**src/rtl/blkmove_pkg.sv**
```systemverilog
package blkmove_pkg;
  typedef enum logic [1:0] {
    ST_IDLE  = 2'd0,
    ST_READ  = 2'd1,
    ST_WRITE = 2'd2
  } bm_state_t;
endpackage

```
**src/rtl/blkmove_count.sv**
```systemverilog
module blkmove_count #(
  parameter int CNT_W    = 16,
  parameter int NARROW_W = 8
) (
  input  logic             clk,
  input  logic             rst,
  input  logic             load_i,
  input  logic             wide_i,
  input  logic [CNT_W-1:0] cnt_i,
  input  logic             dec_i,
  output logic [CNT_W-1:0] cnt_o,
  output logic             start_zero_o,
  output logic             last_o
);
  logic [CNT_W-1:0] cnt_q;
  logic             wide_q;

  // Zero test on the live inputs, for the start decision
  assign start_zero_o = wide_i ? (cnt_i == '0) : (cnt_i[NARROW_W-1:0] == '0);
  // Only the selected width decides the last byte
  assign last_o = wide_q ? (cnt_q == CNT_W'(1))
                         : (cnt_q[NARROW_W-1:0] == NARROW_W'(1));
  assign cnt_o  = cnt_q;

  always_ff @(posedge clk) begin
    if (rst) begin
      cnt_q  <= '0;
      wide_q <= 1'b0;
    end else if (load_i) begin
      cnt_q  <= cnt_i;
      wide_q <= wide_i;
    end else if (dec_i) begin
      if (wide_q) cnt_q <= cnt_q - CNT_W'(1);
      else        cnt_q[NARROW_W-1:0] <= cnt_q[NARROW_W-1:0] - NARROW_W'(1);
    end
  end

  // narrow decrement leaves the upper byte alone
  a_r7_upper_hold: assert property (@(posedge clk) disable iff (rst)
    (dec_i && !wide_q) |=> (cnt_q[CNT_W-1:NARROW_W] == $past(cnt_q[CNT_W-1:NARROW_W])));
  // never decrement a selected count of zero
  a_r1_no_underflow: assert property (@(posedge clk) disable iff (rst)
    dec_i |-> (wide_q ? (cnt_q != '0) : (cnt_q[NARROW_W-1:0] != '0)));
endmodule

```
**src/rtl/blkmove_ptr.sv**
```systemverilog
module blkmove_ptr #(
  parameter int PTR_W  = 32,
  parameter int ADDR_W = 24
) (
  input  logic              clk,
  input  logic              rst,
  input  logic              load_i,
  input  logic [PTR_W-1:0]  ptr_i,
  input  logic              inc_i,
  output logic [ADDR_W-1:0] addr_o,
  output logic [PTR_W-1:0]  ptr_o
);
  localparam int PAD_W = PTR_W - ADDR_W;

  logic [ADDR_W-1:0] addr_q;

  always_ff @(posedge clk) begin
    if (rst)         addr_q <= '0;
    else if (load_i) addr_q <= ptr_i[ADDR_W-1:0];
    else if (inc_i)  addr_q <= addr_q + ADDR_W'(1);
  end

  assign addr_o = addr_q;

  generate
    if (PAD_W > 0) begin : g_pad
      logic unused_hi;
      assign unused_hi = ^ptr_i[PTR_W-1:ADDR_W];
      assign ptr_o = {{PAD_W{1'b0}}, addr_q};
    end else begin : g_nopad
      assign ptr_o = addr_q[PTR_W-1:0];
    end
  endgenerate

  // one step per increment, wrapping at the address width
  a_r5_step_wrap: assert property (@(posedge clk) disable iff (rst)
    (inc_i && !load_i) |=> (addr_q == $past(addr_q) + ADDR_W'(1)));
endmodule

```
**src/rtl/blkmove_fsm.sv**
```systemverilog
module blkmove_fsm
  import blkmove_pkg::*;
(
  input  logic clk,
  input  logic rst,
  input  logic start_i,
  input  logic start_zero_i,
  input  logic rvalid_i,
  input  logic last_i,
  output logic load_o,
  output logic rd_o,
  output logic rd_take_o,
  output logic we_o,
  output logic busy_o,
  output logic done_o
);
  bm_state_t state_q, state_d;
  logic      done_q;
  logic      accept;

  assign accept    = start_i && (state_q == ST_IDLE);
  assign load_o    = accept;
  assign rd_o      = (state_q == ST_READ);
  assign rd_take_o = rd_o && rvalid_i;
  assign we_o      = (state_q == ST_WRITE);
  assign busy_o    = (state_q != ST_IDLE);
  assign done_o    = done_q;

  always_comb begin
    state_d = state_q;
    unique case (state_q)
      ST_IDLE:  if (accept && !start_zero_i) state_d = ST_READ;
      ST_READ:  if (rvalid_i)                state_d = ST_WRITE;
      ST_WRITE: state_d = last_i ? ST_IDLE : ST_READ;
      default:  state_d = ST_IDLE;
    endcase
  end

  always_ff @(posedge clk) begin
    if (rst) begin
      state_q <= ST_IDLE;
      done_q  <= 1'b0;
    end else begin
      state_q <= state_d;
      done_q  <= (accept && start_zero_i) || (we_o && last_i);
    end
  end

  a_r4_rd_we_excl: assert property (@(posedge clk) disable iff (rst)
    !(rd_o && we_o));
  a_r4_rd_hold: assert property (@(posedge clk) disable iff (rst)
    (rd_o && !rvalid_i) |=> rd_o);
  a_r4_we_single: assert property (@(posedge clk) disable iff (rst)
    we_o |=> !we_o);
  a_r6_done_pulse: assert property (@(posedge clk) disable iff (rst)
    done_o |=> !done_o);
  a_r8_busy_done_excl: assert property (@(posedge clk) disable iff (rst)
    !(busy_o && done_o));
  a_r2_zero_done: assert property (@(posedge clk) disable iff (rst)
    (accept && start_zero_i) |=> (done_o && !busy_o));
endmodule

```
**src/rtl/blkmove_engine.sv**
```systemverilog
module blkmove_engine #(
  parameter int CNT_W    = 16,
  parameter int NARROW_W = 8,
  parameter int PTR_W    = 32,
  parameter int ADDR_W   = 24,
  parameter int DATA_W   = 8
) (
  input  logic              clk,
  input  logic              rst,
  input  logic              start_i,
  input  logic              wide_i,
  input  logic [CNT_W-1:0]  count_i,
  input  logic [PTR_W-1:0]  src_i,
  input  logic [PTR_W-1:0]  dst_i,
  output logic              busy_o,
  output logic              done_o,
  output logic [CNT_W-1:0]  count_o,
  output logic [PTR_W-1:0]  src_o,
  output logic [PTR_W-1:0]  dst_o,
  output logic              mem_rd_o,
  output logic [ADDR_W-1:0] mem_raddr_o,
  input  logic              mem_rvalid_i,
  input  logic [DATA_W-1:0] mem_rdata_i,
  output logic              mem_we_o,
  output logic [ADDR_W-1:0] mem_waddr_o,
  output logic [DATA_W-1:0] mem_wdata_o
);
  logic              load, rd_take, start_zero, last;
  logic [DATA_W-1:0] data_q;

  blkmove_fsm u_fsm (
    .clk          (clk),
    .rst          (rst),
    .start_i      (start_i),
    .start_zero_i (start_zero),
    .rvalid_i     (mem_rvalid_i),
    .last_i       (last),
    .load_o       (load),
    .rd_o         (mem_rd_o),
    .rd_take_o    (rd_take),
    .we_o         (mem_we_o),
    .busy_o       (busy_o),
    .done_o       (done_o)
  );

  blkmove_count #(.CNT_W(CNT_W), .NARROW_W(NARROW_W)) u_count (
    .clk          (clk),
    .rst          (rst),
    .load_i       (load),
    .wide_i       (wide_i),
    .cnt_i        (count_i),
    .dec_i        (mem_we_o),
    .cnt_o        (count_o),
    .start_zero_o (start_zero),
    .last_o       (last)
  );

  // Source steps when its byte is taken, destination when its byte is written
  blkmove_ptr #(.PTR_W(PTR_W), .ADDR_W(ADDR_W)) u_src (
    .clk    (clk),
    .rst    (rst),
    .load_i (load),
    .ptr_i  (src_i),
    .inc_i  (rd_take),
    .addr_o (mem_raddr_o),
    .ptr_o  (src_o)
  );

  blkmove_ptr #(.PTR_W(PTR_W), .ADDR_W(ADDR_W)) u_dst (
    .clk    (clk),
    .rst    (rst),
    .load_i (load),
    .ptr_i  (dst_i),
    .inc_i  (mem_we_o),
    .addr_o (mem_waddr_o),
    .ptr_o  (dst_o)
  );

  always_ff @(posedge clk) begin
    if (rst)          data_q <= '0;
    else if (rd_take) data_q <= mem_rdata_i;
  end

  assign mem_wdata_o = data_q;

  // pointer top byte is always clear
  a_r5_upper_zero: assert property (@(posedge clk) disable iff (rst)
    (src_o[PTR_W-1:ADDR_W] == '0) && (dst_o[PTR_W-1:ADDR_W] == '0));
  // each write carries the byte taken in the cycle before
  a_r3_data_carry: assert property (@(posedge clk) disable iff (rst)
    rd_take |=> (mem_we_o && mem_wdata_o == $past(mem_rdata_i)));
endmodule

```
**config.mk**
```make
export PLATFORM = sky130hd
export DESIGN_NAME = blkmove_engine
export DESIGN_NICKNAME = d
export VERILOG_FILES = /design/src/rtl/blkmove_pkg.sv /design/src/rtl/blkmove_count.sv /design/src/rtl/blkmove_ptr.sv /design/src/rtl/blkmove_fsm.sv /design/src/rtl/blkmove_engine.sv
export SDC_FILE = /design/constraint.sdc
export NUM_CORES = 1
export LEC_CHECK = 0
export BUFFER_PORTS_ARGS = -buffer_cell sky130_fd_sc_hd__buf_4
export CAP_MARGIN = 40
export CORE_UTILIZATION = 50
export CTS_CLUSTER_DIAMETER = 150
export CTS_CLUSTER_SIZE = 8
export DETAILED_ROUTE_END_ITERATION = 10
export PLACE_DENSITY = 0.87
export SYNTH_ARGS = -nofsm -noshare
export SYNTH_HDL_FRONTEND = slang
export SYNTH_SLANG_ARGS = --single-unit
```
**constraint.sdc**
```tcl
create_clock -name clk -period 5.2 [get_ports clk]
set_input_delay 0.26 -clock clk [delete_from_list [all_inputs] [get_ports clk]]
set_output_delay 0.26 -clock clk [all_outputs]
set_load 0.05 [all_outputs]
```
==> impl_metrics.yaml <==
status:
  outcome: "complete, but fails checks"
  violations: "design-rule violations"
synth:
  ys_ff_latch: 76
  synth_area_leaders: "dfxtp_1 33%, buf_4 11%, nand2_1 5.3%, nor2_1 4.9%, a211oi_1 4.7%"
  avgSynthCellArea_um2: 7.93
  yosysWarnings: 0
  syn_inst: 585
  synthDistinctLibCells: 59
  synth_top_area_cell: "dfxtp_1"
  synth-edff-count: 0
  synth_top_area_share: 0.328
  ys_seq_area_frac: 0.328
  synth_ff_type: "dfxtp_1"
  ys_async_sr_fraction: 0
  syn-cell-area_um2: 4640
hold_path:
  hp-start: "mem_rdata_i[7]"
  worstHoldPathCells: 3
  hp-class: "input pin to flop"
  hold_path_end: "mem_wdata_o[7]"
detailed_routing:
  wl_per_cell_um: 15.6
  viasPerCell: 5.71
  drtIter0Drc: 278
  remaining_drc_errors: 16
  wirelength_um: 12900
  num_vias: 4730
  dr.pass1.iters: 11
  ant_nets: 0
cells_and_area:
  area_growth_pct: 28.8
  antenna_cells: 0
  nets: 814
  drive_above_1_share: 0.323
  stdcell_area_um2: 5970
  fill_cells: 724
timing:
  rsz0062_at_grt: "no"
  slew_headroom: 0.440
  fin_crit_ns: 2.50
  slew_viol_final: 0
  fin_crit_sh: 0.481
  max_clock_freq_ghz: 0.400
  tightest_slew_ns: 0.840
  finalHoldViolations: 0
  setup_viol: 0
  fin_skew_ns: 0.0108
  finalSetupTns_ns: 0
power_and_ir_drop:
  powerDensity_nw_per_um2: 320
  leakagePower_nw: 2.52
  ir_drop_v: 0.000211
worst_setup_path:
  path_max_fanout: 17
  worstPathRequired_ns: 5.46
  r2r.worst_path.cells: 5
  crit_arrival_ns: 2.76
  r2r_start: "u_fsm.state_q[0]"
  timing.rr.end: "u_src.addr_o[23]"
  startpoint_type: "flop"
  endpoint_kind: "flop"
  reg2reg_slack_ns: 2.70
  path_class: "flop to flop"
floorplanning:
  die_area_um2: 9660
  core-area_um2: 8850
  fp-row-count: 34
  start_util: 0.524
  fp.dieH_um: 98.3
  die-width_um: 98.3
  ioPinCount: 233
place:
  gp_congestion: 0.856
  placed_cell_area_um2: 5750
  place_hpwl_um: 9410
  portBuffers: 200
global_routing:
  grt-ovfl-total: 0
  track_usage: 0.257
  grt_pass1_wl_um: 20300
  grt_pass1_vias: 4288
  grt_max_degree: 80
  antenna_found_initial: 0
clock_tree:
  clockRootBuffer: "clkbuf_8"
  clk_path_buf_depth: 2
  worstSkewPairLatency_ns: 0.35
  clock_sinks: 76
  cts_setup_buffers: 0
  ctsHtreeMaxLevel: 3
  cts_tree: "built"
  postCtsHoldBufs: 0
  cts.repair.resized: 0
  path_clk_slew_ns: 0.08
  cts_inserted_buffers: 9
job:
  drv_cap: 0
## report_power, final
| part | leakage (nW) | internal (mW) | switching [mW] |
|---|---|---|---|
| sequential | 0.626 | 0.631 | 0.0757 |
| combinational | 1.79 | 0.221 | 0.473 |
| clock | 0.111 | 0.293 | 0.221 |
| total | 2.52 | 1.14 | 0.770 |
## metal layers
layer | wire length (um) | up-vias | global-route usage
met5 | 0 | - | 0
met4 | 293 | 0 | 0.104
met3 | 809 | 31 | 0.0329
met2 | 6550 | 198 | 0.460
met1 | 5290 | 2204 | 0.310
li1 | - | 2297 | -
## state kept, by name, summed over array words and instances (netlist names)
name / count
mem_wdata_o: 8
u_count.cnt_o: 16
u_src.addr_o: 24
u_fsm.done_o: 1
u_fsm.state_q: 2
u_count.wide_q: 1
u_dst.addr_o: 24
## worst max-delay path: stages (launching register included)
cell and delay (ns):
dfxtp_1 0.47, and3b_1 0.69, nand4_4 0.34, nor4b_1 0.57
xnor2_1 0.12, a211oi_1 0.23
## cells in the mapped netlist (all sizes together), types with 2 or more instances
| master | number |
|---|---|
| a211oi | 30 |
| a21o | 2 |
| a21oi | 33 |
| a221oi | 8 |
| a22oi | 3 |
| a2bb2oi | 2 |
| a311oi | 6 |
| a31oi | 8 |
| and2 | 3 |
| and3 | 6 |
| and4 | 7 |
| buf | 75 |
| clkbuf | 22 |
| dfxtp | 76 |
| ha | 4 |
| inv | 9 |
| nand2 | 65 |
| nand2b | 4 |
| nand3 | 18 |
| nand4 | 13 |
| nor2 | 61 |
| nor2b | 4 |
| nor3 | 12 |
| nor3b | 4 |
| nor4 | 23 |
| o21a | 3 |
| o21ai | 19 |
| o22ai | 3 |
| o31a | 6 |
| o32a | 2 |
| or2 | 2 |
| or3 | 6 |
| or4 | 2 |
| xnor2 | 13 |
| xor2 | 17 |
## layout make-up
| cell class | instances | area, um^2 | area share |
|---|---|---|---|
| Tap cell | 108 | 135 | 0.0226 |
| Clock inverter | 4 | 72.6 | 0.0121 |
| Timing Repair Buffer | 203 | 1540 | 0.258 |
| Clock buffer | 11 | 151 | 0.0253 |
| Inverter | 9 | 33.8 | 0.00566 |
| Sequential cell | 76 | 1520 | 0.255 |
| Multi-Input combinational cell | 418 | 2510 | 0.421 |
## worst max-delay path by stage
| stage | end | depth (start not counted) | startpoint | slack (ns) |
|---|---|---|---|---|
| finish | u_src.addr_o[23] | 5 | u_fsm.state_q[0] | 2.70 |
| global route | u_src.addr_o[23] | 5 | u_fsm.state_q[0] | 2.54 |
| CTS | u_src.addr_o[23] | 5 | u_fsm.state_q[0] | 2.70 |
| detailed placement | u_src.addr_o[23] | 5 | u_fsm.state_q[1] | 2.72 |
| global placement | u_src.addr_o[23] | 5 | u_fsm.state_q[1] | 2.75 |
| floorplan | u_dst.addr_o[20] | 7 | u_dst.addr_o[0] | 2.91 |
## through the flow
stage                     utilization  instances  power (mW)  hold WS [ns]  setup WS (ns)
after floorplan                     -        600        1.24         0.396           2.91
after global routing            0.675        829        1.99         0.163           2.54
after CTS                       0.675        829        1.92         0.152           2.70
after detailed placement        0.650        814        1.41         0.449           2.72
final                           0.675        829        1.91         0.161           2.70
after global placement          0.647        813        1.39         0.445           2.75
## placed cells by master (no fill, tap or decap), types with 9 or more instances in the layout
cell	count
a211oi_1	29
a21oi_1	33
buf_4	202
clkbuf_8	11
conb_1	16
dfxtp_1	76
inv_1	9
nand2_1	65
nand3_1	17
nand4_1	11
nor2_1	61
nor3_1	11
nor4_1	19
o21ai_0	19
xnor2_1	13
xor2_1	17
## logic make-up after synthesis
family / after synthesis / synth area share
XOR/XNOR: 30 / 0.0567
AO/OA/AOI/OAI: 132 / 0.193
AND/OR/NAND/NOR: 234 / 0.263
buffers and inverters: 106 / 0.143
multiplexers: 2 / 0.00459
other: 1 / 0.000809
adder cells (fa/ha/maj): 4 / 0.0108
flip-flops: 76 / 0.328
(Power assumes the default switching activity.)
